[config.mk]
export PLATFORM = sky130hd
export DESIGN_NAME = sd_tune_seq
export DESIGN_NICKNAME = d
export VERILOG_FILES = /design/src/rtl/sd_tune_pkg.sv /design/src/rtl/sd_tune_pchk.sv /design/src/rtl/sd_tune_win.sv /design/src/rtl/sd_tune_ctl.sv /design/src/rtl/sd_tune_seq.sv
export SDC_FILE = /design/constraint.sdc
export NUM_CORES = 1
export LEC_CHECK = 0
export BUFFER_PORTS_ARGS = -buffer_cell sky130_fd_sc_hd__buf_2
export CORE_UTILIZATION = 45
export CTS_BUF_LIST = sky130_fd_sc_hd__clkbuf_2
export DETAILED_ROUTE_END_ITERATION = 16
export PLACE_DENSITY = 0.7
export SLEW_MARGIN = 20
export SYNTH_ARGS = -nofsm -noshare
export SYNTH_HDL_FRONTEND = slang
export SYNTH_SLANG_ARGS = --single-unit
[constraint.sdc]
create_clock -name clk -period 7.45 [get_ports clk]
set_input_delay 0.3725 -clock clk [delete_from_list [all_inputs] [get_ports clk]]
set_output_delay 0.3725 -clock clk [all_outputs]
set_load 0.1 [all_outputs]
[src/rtl/sd_tune_pkg.sv]
package sd_tune_pkg;

    localparam int DEF_PHASE_W  = 6;
    localparam int DEF_ITER_MAX = 40;
    localparam int DEF_MIN_RUN  = 4;
    localparam int LEN_STD      = 64;
    localparam int LEN_WIDE     = 128;
    localparam int CNT_W        = $clog2(LEN_WIDE) + 1;

    typedef enum logic [2:0] {
        SPD_SDR12  = 3'd0,
        SPD_SDR25  = 3'd1,
        SPD_SDR50  = 3'd2,
        SPD_SDR104 = 3'd3,
        SPD_DDR50  = 3'd4,
        SPD_HS200  = 3'd5,
        SPD_HS400  = 3'd6,
        SPD_LEGACY = 3'd7
    } speed_e;

    typedef enum logic [1:0] {
        ST_IDLE,
        ST_ISSUE,
        ST_RECV,
        ST_FINISH
    } tstate_e;

    typedef struct packed {
        logic done;
        logic pass;
    } blk_res_t;

    // Expected byte of the tuning block at a given index
    function automatic logic [7:0] ref_byte(input logic [CNT_W-1:0] idx);
        logic [15:0] prod;
        prod = 16'(idx) * 16'd37;
        return prod[7:0] ^ 8'h5A;
    endfunction

    // Timing modes that need the sampling point searched
    function automatic logic mode_tunable(input speed_e m, input logic sdr50_cap);
        case (m)
            SPD_SDR104, SPD_DDR50, SPD_HS200: return 1'b1;
            SPD_SDR50:                        return sdr50_cap;
            default:                          return 1'b0;
        endcase
    endfunction

    function automatic logic [CNT_W-1:0] pattern_len(input logic wide_bus, input logic hs200);
        return (wide_bus && hs200) ? CNT_W'(LEN_WIDE) : CNT_W'(LEN_STD);
    endfunction

endpackage

[src/rtl/sd_tune_pchk.sv]
module sd_tune_pchk
    import sd_tune_pkg::*;
(
    input  logic             clk,
    input  logic             rst,
    input  logic             arm,
    input  logic             active,
    input  logic [CNT_W-1:0] len,
    input  logic             rx_valid,
    input  logic [7:0]       rx_byte,
    input  logic             rx_end,
    output blk_res_t         res
);

    logic [CNT_W-1:0] cnt_q;
    logic [CNT_W-1:0] len_q;
    logic             mis_q;
    logic             byte_bad;
    logic [CNT_W:0]   cnt_seen;

    // A byte past the expected length is always a mismatch
    assign byte_bad = rx_valid && ((cnt_q >= len_q) || (rx_byte != ref_byte(cnt_q)));
    assign cnt_seen = {1'b0, cnt_q} + (CNT_W+1)'(rx_valid);

    always_ff @(posedge clk) begin
        if (rst) begin
            cnt_q <= '0;
            len_q <= CNT_W'(LEN_STD);
            mis_q <= 1'b0;
        end else if (arm) begin
            cnt_q <= '0;
            len_q <= len;
            mis_q <= 1'b0;
        end else if (active && rx_valid) begin
            if (cnt_q != {CNT_W{1'b1}}) begin
                cnt_q <= cnt_q + 1'b1;
            end
            mis_q <= mis_q | byte_bad;
        end
    end

    assign res.done = active && rx_end;
    assign res.pass = !(mis_q || byte_bad) && (cnt_seen == {1'b0, len_q});

    AST_ARM_CLEARS: assert property (@(posedge clk) disable iff (rst)
        arm |=> (cnt_q == '0) && !mis_q) else $error("arm did not clear block state");

endmodule

[src/rtl/sd_tune_win.sv]
module sd_tune_win
    import sd_tune_pkg::*;
#(
    parameter int PHASE_W  = DEF_PHASE_W,
    parameter int ITER_MAX = DEF_ITER_MAX,
    parameter int MIN_RUN  = DEF_MIN_RUN
) (
    input  logic                clk,
    input  logic                rst,
    input  logic                clr,
    input  blk_res_t            res,
    output logic [PHASE_W-1:0]  iter,
    output logic                last,
    output logic [ITER_MAX-1:0] map,
    output logic                ok,
    output logic [PHASE_W-1:0]  centre
);

    localparam int RUN_W = $clog2(ITER_MAX + 1);

    logic [PHASE_W-1:0] iter_q;
    logic [RUN_W-1:0]   cur_run_q, run_nxt, best_len_q, half;
    logic [PHASE_W-1:0] cur_start_q, start_nxt, best_start_q;
    logic               rec;

    assign rec  = res.done;
    assign last = (iter_q == PHASE_W'(ITER_MAX - 1));
    assign iter = iter_q;

    always_ff @(posedge clk) begin
        if (rst || clr) begin
            iter_q <= '0;
        end else if (rec && !last) begin
            iter_q <= iter_q + 1'b1;
        end
    end

    // One pass bit per phase
    for (genvar g = 0; g < ITER_MAX; g++) begin : g_map
        logic bit_q;
        always_ff @(posedge clk) begin
            if (rst || clr) begin
                bit_q <= 1'b0;
            end else if (rec && (iter_q == PHASE_W'(g))) begin
                bit_q <= res.pass;
            end
        end
        assign map[g] = bit_q;
    end

    // Longest passing run, tracked while the sweep progresses
    always_comb begin
        run_nxt   = res.pass ? cur_run_q + 1'b1 : '0;
        start_nxt = (res.pass && (cur_run_q == '0)) ? iter_q : cur_start_q;
    end

    always_ff @(posedge clk) begin
        if (rst || clr) begin
            cur_run_q    <= '0;
            cur_start_q  <= '0;
            best_len_q   <= '0;
            best_start_q <= '0;
        end else if (rec) begin
            cur_run_q   <= run_nxt;
            cur_start_q <= start_nxt;
            if (res.pass && (run_nxt > best_len_q)) begin
                best_len_q   <= run_nxt;
                best_start_q <= start_nxt;
            end
        end
    end

    assign half   = (best_len_q == '0) ? '0 : ((best_len_q - 1'b1) >> 1);
    assign ok     = (best_len_q >= RUN_W'(MIN_RUN));
    assign centre = best_start_q + PHASE_W'(half);

    AST_ITER_RANGE: assert property (@(posedge clk) disable iff (rst)
        iter_q < PHASE_W'(ITER_MAX)) else $error("phase counter out of range");
    AST_MAP_CLR: assert property (@(posedge clk) disable iff (rst)
        clr |=> (map == '0)) else $error("pass map not cleared on start");
    AST_RUN_BOUND: assert property (@(posedge clk) disable iff (rst)
        best_len_q <= RUN_W'(ITER_MAX)) else $error("run longer than sweep");

endmodule

[src/rtl/sd_tune_ctl.sv]
module sd_tune_ctl
    import sd_tune_pkg::*;
#(
    parameter int PHASE_W = DEF_PHASE_W
) (
    input  logic               clk,
    input  logic               rst,
    input  logic               wr,
    input  logic               wr_exec,
    input  logic               wr_tuned,
    input  speed_e             mode,
    input  logic               sdr50_cap,
    input  blk_res_t           res,
    input  logic               last_iter,
    input  logic               win_ok,
    input  logic [PHASE_W-1:0] win_centre,
    output tstate_e            state,
    output logic               exec,
    output logic               tuned,
    output logic               path_reset,
    output logic               rd_irq,
    output logic               run_clr,
    output logic [PHASE_W-1:0] final_phase
);

    tstate_e state_q;
    logic    start_ok;
    logic    abort;
    logic    clear_wr;

    assign clear_wr = wr && !wr_exec && !wr_tuned;
    assign start_ok = wr && wr_exec && (state_q == ST_IDLE) && mode_tunable(mode, sdr50_cap);
    assign abort    = clear_wr && (state_q != ST_IDLE);
    assign run_clr  = start_ok;
    assign state    = state_q;

    always_ff @(posedge clk) begin
        if (rst) begin
            state_q     <= ST_IDLE;
            exec        <= 1'b0;
            tuned       <= 1'b0;
            path_reset  <= 1'b0;
            rd_irq      <= 1'b0;
            final_phase <= '0;
        end else begin
            path_reset <= 1'b0;
            rd_irq     <= 1'b0;
            if (abort) begin
                state_q     <= ST_IDLE;
                exec        <= 1'b0;
                tuned       <= 1'b0;
                final_phase <= '0;
                path_reset  <= 1'b1;
            end else begin
                case (state_q)
                    ST_IDLE: begin
                        if (start_ok) begin
                            state_q     <= ST_ISSUE;
                            exec        <= 1'b1;
                            tuned       <= 1'b0;
                            final_phase <= '0;
                        end else if (clear_wr) begin
                            tuned <= 1'b0;
                        end
                    end
                    ST_ISSUE: state_q <= ST_RECV;
                    ST_RECV: begin
                        if (res.done) begin
                            rd_irq  <= 1'b1;
                            state_q <= last_iter ? ST_FINISH : ST_ISSUE;
                        end
                    end
                    ST_FINISH: begin
                        state_q     <= ST_IDLE;
                        exec        <= 1'b0;
                        tuned       <= win_ok;
                        final_phase <= win_ok ? win_centre : '0;
                    end
                    default: state_q <= ST_IDLE;
                endcase
            end
        end
    end

    AST_START_CLEARS: assert property (@(posedge clk) disable iff (rst)
        start_ok |=> exec && !tuned) else $error("start did not arm");
    AST_REJECT_MODE: assert property (@(posedge clk) disable iff (rst)
        (wr && wr_exec && (state_q == ST_IDLE) && !mode_tunable(mode, sdr50_cap)) |=> !exec)
        else $error("start accepted in untunable mode");
    AST_IRQ_ONE: assert property (@(posedge clk) disable iff (rst)
        rd_irq |=> !rd_irq) else $error("irq longer than one cycle");
    AST_FINISH_CLR: assert property (@(posedge clk) disable iff (rst)
        (state_q == ST_FINISH) |=> !exec) else $error("execute bit not self-cleared");
    AST_ABORT: assert property (@(posedge clk) disable iff (rst)
        abort |=> !exec && !tuned && path_reset) else $error("abort incomplete");

endmodule

[src/rtl/sd_tune_seq.sv]
module sd_tune_seq
    import sd_tune_pkg::*;
#(
    parameter int PHASE_W  = DEF_PHASE_W,
    parameter int ITER_MAX = DEF_ITER_MAX,
    parameter int MIN_RUN  = DEF_MIN_RUN
) (
    input  logic                clk,
    input  logic                rst,
    input  logic                ctl_wr,
    input  logic                ctl_wr_exec,
    input  logic                ctl_wr_tuned,
    output logic                ctl_exec,
    output logic                ctl_tuned,
    input  logic [2:0]          speed_mode,
    input  logic                sdr50_tune_cap,
    input  logic                bus_8bit,
    input  logic                hs200_cmd,
    output logic                cmd_start,
    input  logic                rx_valid,
    input  logic [7:0]          rx_byte,
    input  logic                rx_blk_end,
    output logic                rd_irq,
    output logic                path_reset,
    output logic [PHASE_W-1:0]  phase_sel,
    output logic [ITER_MAX-1:0] pass_map
);

    tstate_e            state;
    blk_res_t           res;
    logic               run_clr;
    logic               last_iter;
    logic               win_ok;
    logic [PHASE_W-1:0] win_centre;
    logic [PHASE_W-1:0] iter;
    logic [PHASE_W-1:0] final_phase;

    sd_tune_ctl #(.PHASE_W(PHASE_W)) u_ctl (
        .clk         (clk),
        .rst         (rst),
        .wr          (ctl_wr),
        .wr_exec     (ctl_wr_exec),
        .wr_tuned    (ctl_wr_tuned),
        .mode        (speed_e'(speed_mode)),
        .sdr50_cap   (sdr50_tune_cap),
        .res         (res),
        .last_iter   (last_iter),
        .win_ok      (win_ok),
        .win_centre  (win_centre),
        .state       (state),
        .exec        (ctl_exec),
        .tuned       (ctl_tuned),
        .path_reset  (path_reset),
        .rd_irq      (rd_irq),
        .run_clr     (run_clr),
        .final_phase (final_phase)
    );

    sd_tune_pchk u_pchk (
        .clk      (clk),
        .rst      (rst),
        .arm      (state == ST_ISSUE),
        .active   (state == ST_RECV),
        .len      (pattern_len(bus_8bit, hs200_cmd)),
        .rx_valid (rx_valid),
        .rx_byte  (rx_byte),
        .rx_end   (rx_blk_end),
        .res      (res)
    );

    sd_tune_win #(
        .PHASE_W  (PHASE_W),
        .ITER_MAX (ITER_MAX),
        .MIN_RUN  (MIN_RUN)
    ) u_win (
        .clk    (clk),
        .rst    (rst),
        .clr    (run_clr),
        .res    (res),
        .iter   (iter),
        .last   (last_iter),
        .map    (pass_map),
        .ok     (win_ok),
        .centre (win_centre)
    );

    assign cmd_start = (state == ST_ISSUE);
    assign phase_sel = (state == ST_IDLE) ? final_phase : iter;

    AST_CMD_IN_RUN: assert property (@(posedge clk) disable iff (rst)
        cmd_start |-> ctl_exec) else $error("command outside sweep");
    AST_IRQ_AFTER_END: assert property (@(posedge clk) disable iff (rst)
        rd_irq |-> $past(rx_blk_end)) else $error("irq without block end");
    AST_FAIL_PHASE: assert property (@(posedge clk) disable iff (rst)
        ($fell(ctl_exec) && !ctl_tuned) |-> (phase_sel == '0)) else $error("fallback phase not zero");

endmodule

==> reports/metrics.cfg <==
[clock_network]
clock_latency_ns=0.57
cts_root_buffer=sky130_fd_sc_hd__clkbuf_2
cts_made_buffers=9
htree_levels=3
postCtsSetupBuffers=0
clkSlewWorstSetupHoldPaths_ns=0.25
cts-resized-gates=0
cts_tree=yes
cts_hold_buffers=1
cts_sinks=93
clk_path_buf_depth=2

[sta]
tightest_slew_ns=0.805
fmaxAchievable_mhz=168
timing.final.crit_share_pct=80.0
timing_hold_violations_final=0
finalWorstPathRequiredPeriod_ns=5.96
number_of_max_slew_violations_in_the_final_report=0
slew_headroom_pct=46.2
timing.hold.ws_ns=0.0484
report.final.setup_viol=0
rsz0062_at_grt=false
tns_ns=0
finClkSkew_ns=0.0322

[flow_run]
maxCapViolCount=0

[routing]
via_count=4383
drc_errors=0
final_antenna_net_count=0
detail_route.iter0.violations=190
route.final.wire_length_um=11400
first_pass_iters=4
routed_wire_length_per_instance_um=13.6
viasPerCell=5.27

[power]
post-layout-total-power_uw=963
leakage_power_nw=2.48
power_density_nw_per_um2=167
max-vdd-ir-drop_mv=0.0945

[critical_path]
startpoint_types=flop
worst-endpoint-arrival_ns=6.42
critical_path.most_common_cell=sky130_fd_sc_hd__ha_1
timing_worst_setup_path_type=flop to flop
worst_setup_path_end_kind=flop
path_cells=ha_1, ha_1, inv_1, fa_1, inv_1, ha_1, a21oi_1, xnor3_1, or4_1, a21oi_4, buf_4, and2_1, ha_1, nor2b_1, o21ai_0, a21oi_1, o31ai_1, a2111oi_4, buf_4, mux2i_1, nor2_1
slowest_delay_ns=0.73
worst-path-buf-inv=4
path_delay_family=adder cells
worst_path_max_delay_cell=sky130_fd_sc_hd__or4_1
worst_ep_required_time_ns=7.91
worstPathMaxFanout=52

[grt]
antenna_found_initial=0
grt_remaining_overflow=0
vias_in_the_first_global_route=4133
grt_first_pass_wirelength_um=18700
grt_max_degree=71
globalRouteTotalUtil_pct=18.2

[synth]
post_synth_most_frequent_cells=110 x sky130_fd_sc_hd__nor2_1, 93 x sky130_fd_sc_hd__dfxtp_1, 71 x sky130_fd_sc_hd__nand2_1, 42 x sky130_fd_sc_hd__ha_1, 42 x sky130_fd_sc_hd__mux2i_1
async_flop_share_pct=0
syn_nets=734
flip_flop_and_latch_count_after_synthesis=93
number_of_enable_flip_flop_cells_after_synthesis=0
ys_seq_area_share_pct=33.8
yosys_most_used_dff=sky130_fd_sc_hd__dfxtp_1
netlist.top_cell.by_area=sky130_fd_sc_hd__dfxtp_1
post_synth.cell_area_avg_um2=8.25
netlist_top_cells_area=sky130_fd_sc_hd__dfxtp_1 34%, sky130_fd_sc_hd__ha_1 9.5%, sky130_fd_sc_hd__mux2i_1 7.6%
netlist_area_pre_place_um2=5510
netlist.area_leader.share_pct=33.8
yosysWarningCount=0
synth_cell_type_count=46
syn-instance-count=668
synthMostInstantiatedCell=sky130_fd_sc_hd__nor2_1

[layout]
layout-drive-gt1-share_pct=15.5
antenna_cells=0
syn2layout_area_growth_pct=4.70
fin_util_pct=48.2
finish.net_count=746

[outcome]
outcome=finished, final reports clean

[floorplanning]
die_h_um=113
num_rows=40
dieWidth_um=113
die-area_um2=12700
design.core.area_um2=12000
initial_cell_density_of_the_core_pct=46.1
num_io_pins=72

[placement]
buffer_ports.inserted=71
hpwlAfterDp_um=8330
globalplace.congestion=0.818

[hold_path]
min-delay-path-class=primary input to flop

==> per-layer routing <==
layer / track usage [%] / part of all wire [%] / vias to the layer above
met3: 2.59 / 2.5 / 21
li1: - / - / 2210
met5: 0 / 0 / -
met1: 21.9 / 44 / 2079
met4: 7.64 / 2.1 / 0
met2: 32.3 / 51 / 73
==> through the flow <==
step | instances | worst slack [ns] | instance area, µm²
floorplan | 668 | 2.25 | 5510
global placement | 814 | 1.60 | 5630
detailed placement | 814 | 1.30 | 5630
CTS | 831 | 1.27 | 5760
global route | 832 | 1.19 | 5770
finish | 832 | 1.49 | 5770
==> report_power, final <==
part	switching [mW]	internal [mW]
sequential	0.0112	0.508
clock	0.179	0.0816
combinational	0.129	0.0538
==> kinds of logic (layout without fill, tap and decap cells) <==
| logic type | after synthesis | after routing | synth area share, % |
|---|---|---|---|
| multiplexers | 47 | 47 | 8.65 |
| XOR/XNOR | 38 | 38 | 6.42 |
| flip-flops | 93 | 93 | 33.8 |
| buffers and inverters | 105 | 122 | 10.2 |
| AO/OA/AOI/OAI | 103 | 103 | 12.0 |
| AND/OR/NAND/NOR | 237 | 237 | 18.3 |
| adder cells (fa/ha/maj) | 45 | 45 | 10.6 |
==> cells in the final DEF (no fill, tap or decap), types with 3 or more instances in the layout <==
cell / instances
sky130_fd_sc_hd__nor2_1: 110
sky130_fd_sc_hd__dfxtp_1: 93
sky130_fd_sc_hd__nand2_1: 71
sky130_fd_sc_hd__buf_2: 71
sky130_fd_sc_hd__mux2i_1: 42
sky130_fd_sc_hd__ha_1: 42
sky130_fd_sc_hd__a21oi_1: 38
sky130_fd_sc_hd__inv_1: 31
sky130_fd_sc_hd__o21ai_0: 31
sky130_fd_sc_hd__xnor2_1: 25
sky130_fd_sc_hd__nand3_1: 16
sky130_fd_sc_hd__xor2_1: 11
sky130_fd_sc_hd__clkbuf_2: 10
sky130_fd_sc_hd__nor3_1: 6
sky130_fd_sc_hd__nand4_1: 6
sky130_fd_sc_hd__and2_1: 6
sky130_fd_sc_hd__nand2b_1: 6
sky130_fd_sc_hd__mux2_2: 5
sky130_fd_sc_hd__a22oi_1: 5
sky130_fd_sc_hd__nor2b_1: 4
sky130_fd_sc_hd__a211oi_1: 4
sky130_fd_sc_hd__a211oi_2: 4
sky130_fd_sc_hd__a21o_1: 3
sky130_fd_sc_hd__or3_1: 3
sky130_fd_sc_hd__a31oi_1: 3
sky130_fd_sc_hd__fa_1: 3
sky130_fd_sc_hd__buf_4: 3
==> sequential cells by signal (all words and copies together), names as in the netlist, 2 cells and up <==
signal / flops
u_ctl.final_phase: 6
u_ctl.state: 2
u_pchk.cnt_q: 8
u_pchk.len_q: 2
u_win.best_len_q: 6
u_win.best_start_q: 6
u_win.cur_run_q: 6
u_win.cur_start_q: 6
u_win.g_map.bit_q: 40
u_win.iter: 6
==> final timing paths <==
| path | startpoint | end | slack, ns | cells past startpoint |
|---|---|---|---|---|
| min reg2reg | u_win.g_map[37].bit_q | u_win.g_map[37].bit_q | 0.49 | 2 |
| max | u_pchk.cnt_q[4] | u_win.best_len_q[1] | 1.49 | 21 |
| max reg2reg | u_pchk.cnt_q[4] | u_win.best_len_q[1] | 1.49 | 21 |
| min | ctl_wr_tuned | u_ctl.path_reset | 0.05 | 4 |
==> layout make-up <==
type / instances / area [µm²]
fill: 1148 / 6190
multi-input combinational: 470 / 3100
sequential: 93 / 1860
timing repair buffer: 75 / 388
tap: 147 / 184
inverter: 31 / 116
clock inverter: 6 / 70.1
clock buffer: 10 / 50.0
==> tightest hold or removal path, stage by stage <==
cell and delay, ns:
sky130_fd_sc_hd__buf_2 0.07, sky130_fd_sc_hd__nor2_1 0.03, sky130_fd_sc_hd__nand2_1 0.08, sky130_fd_sc_hd__nor3_1 0.05
Note: power is estimated with default switching activity, not from simulation.
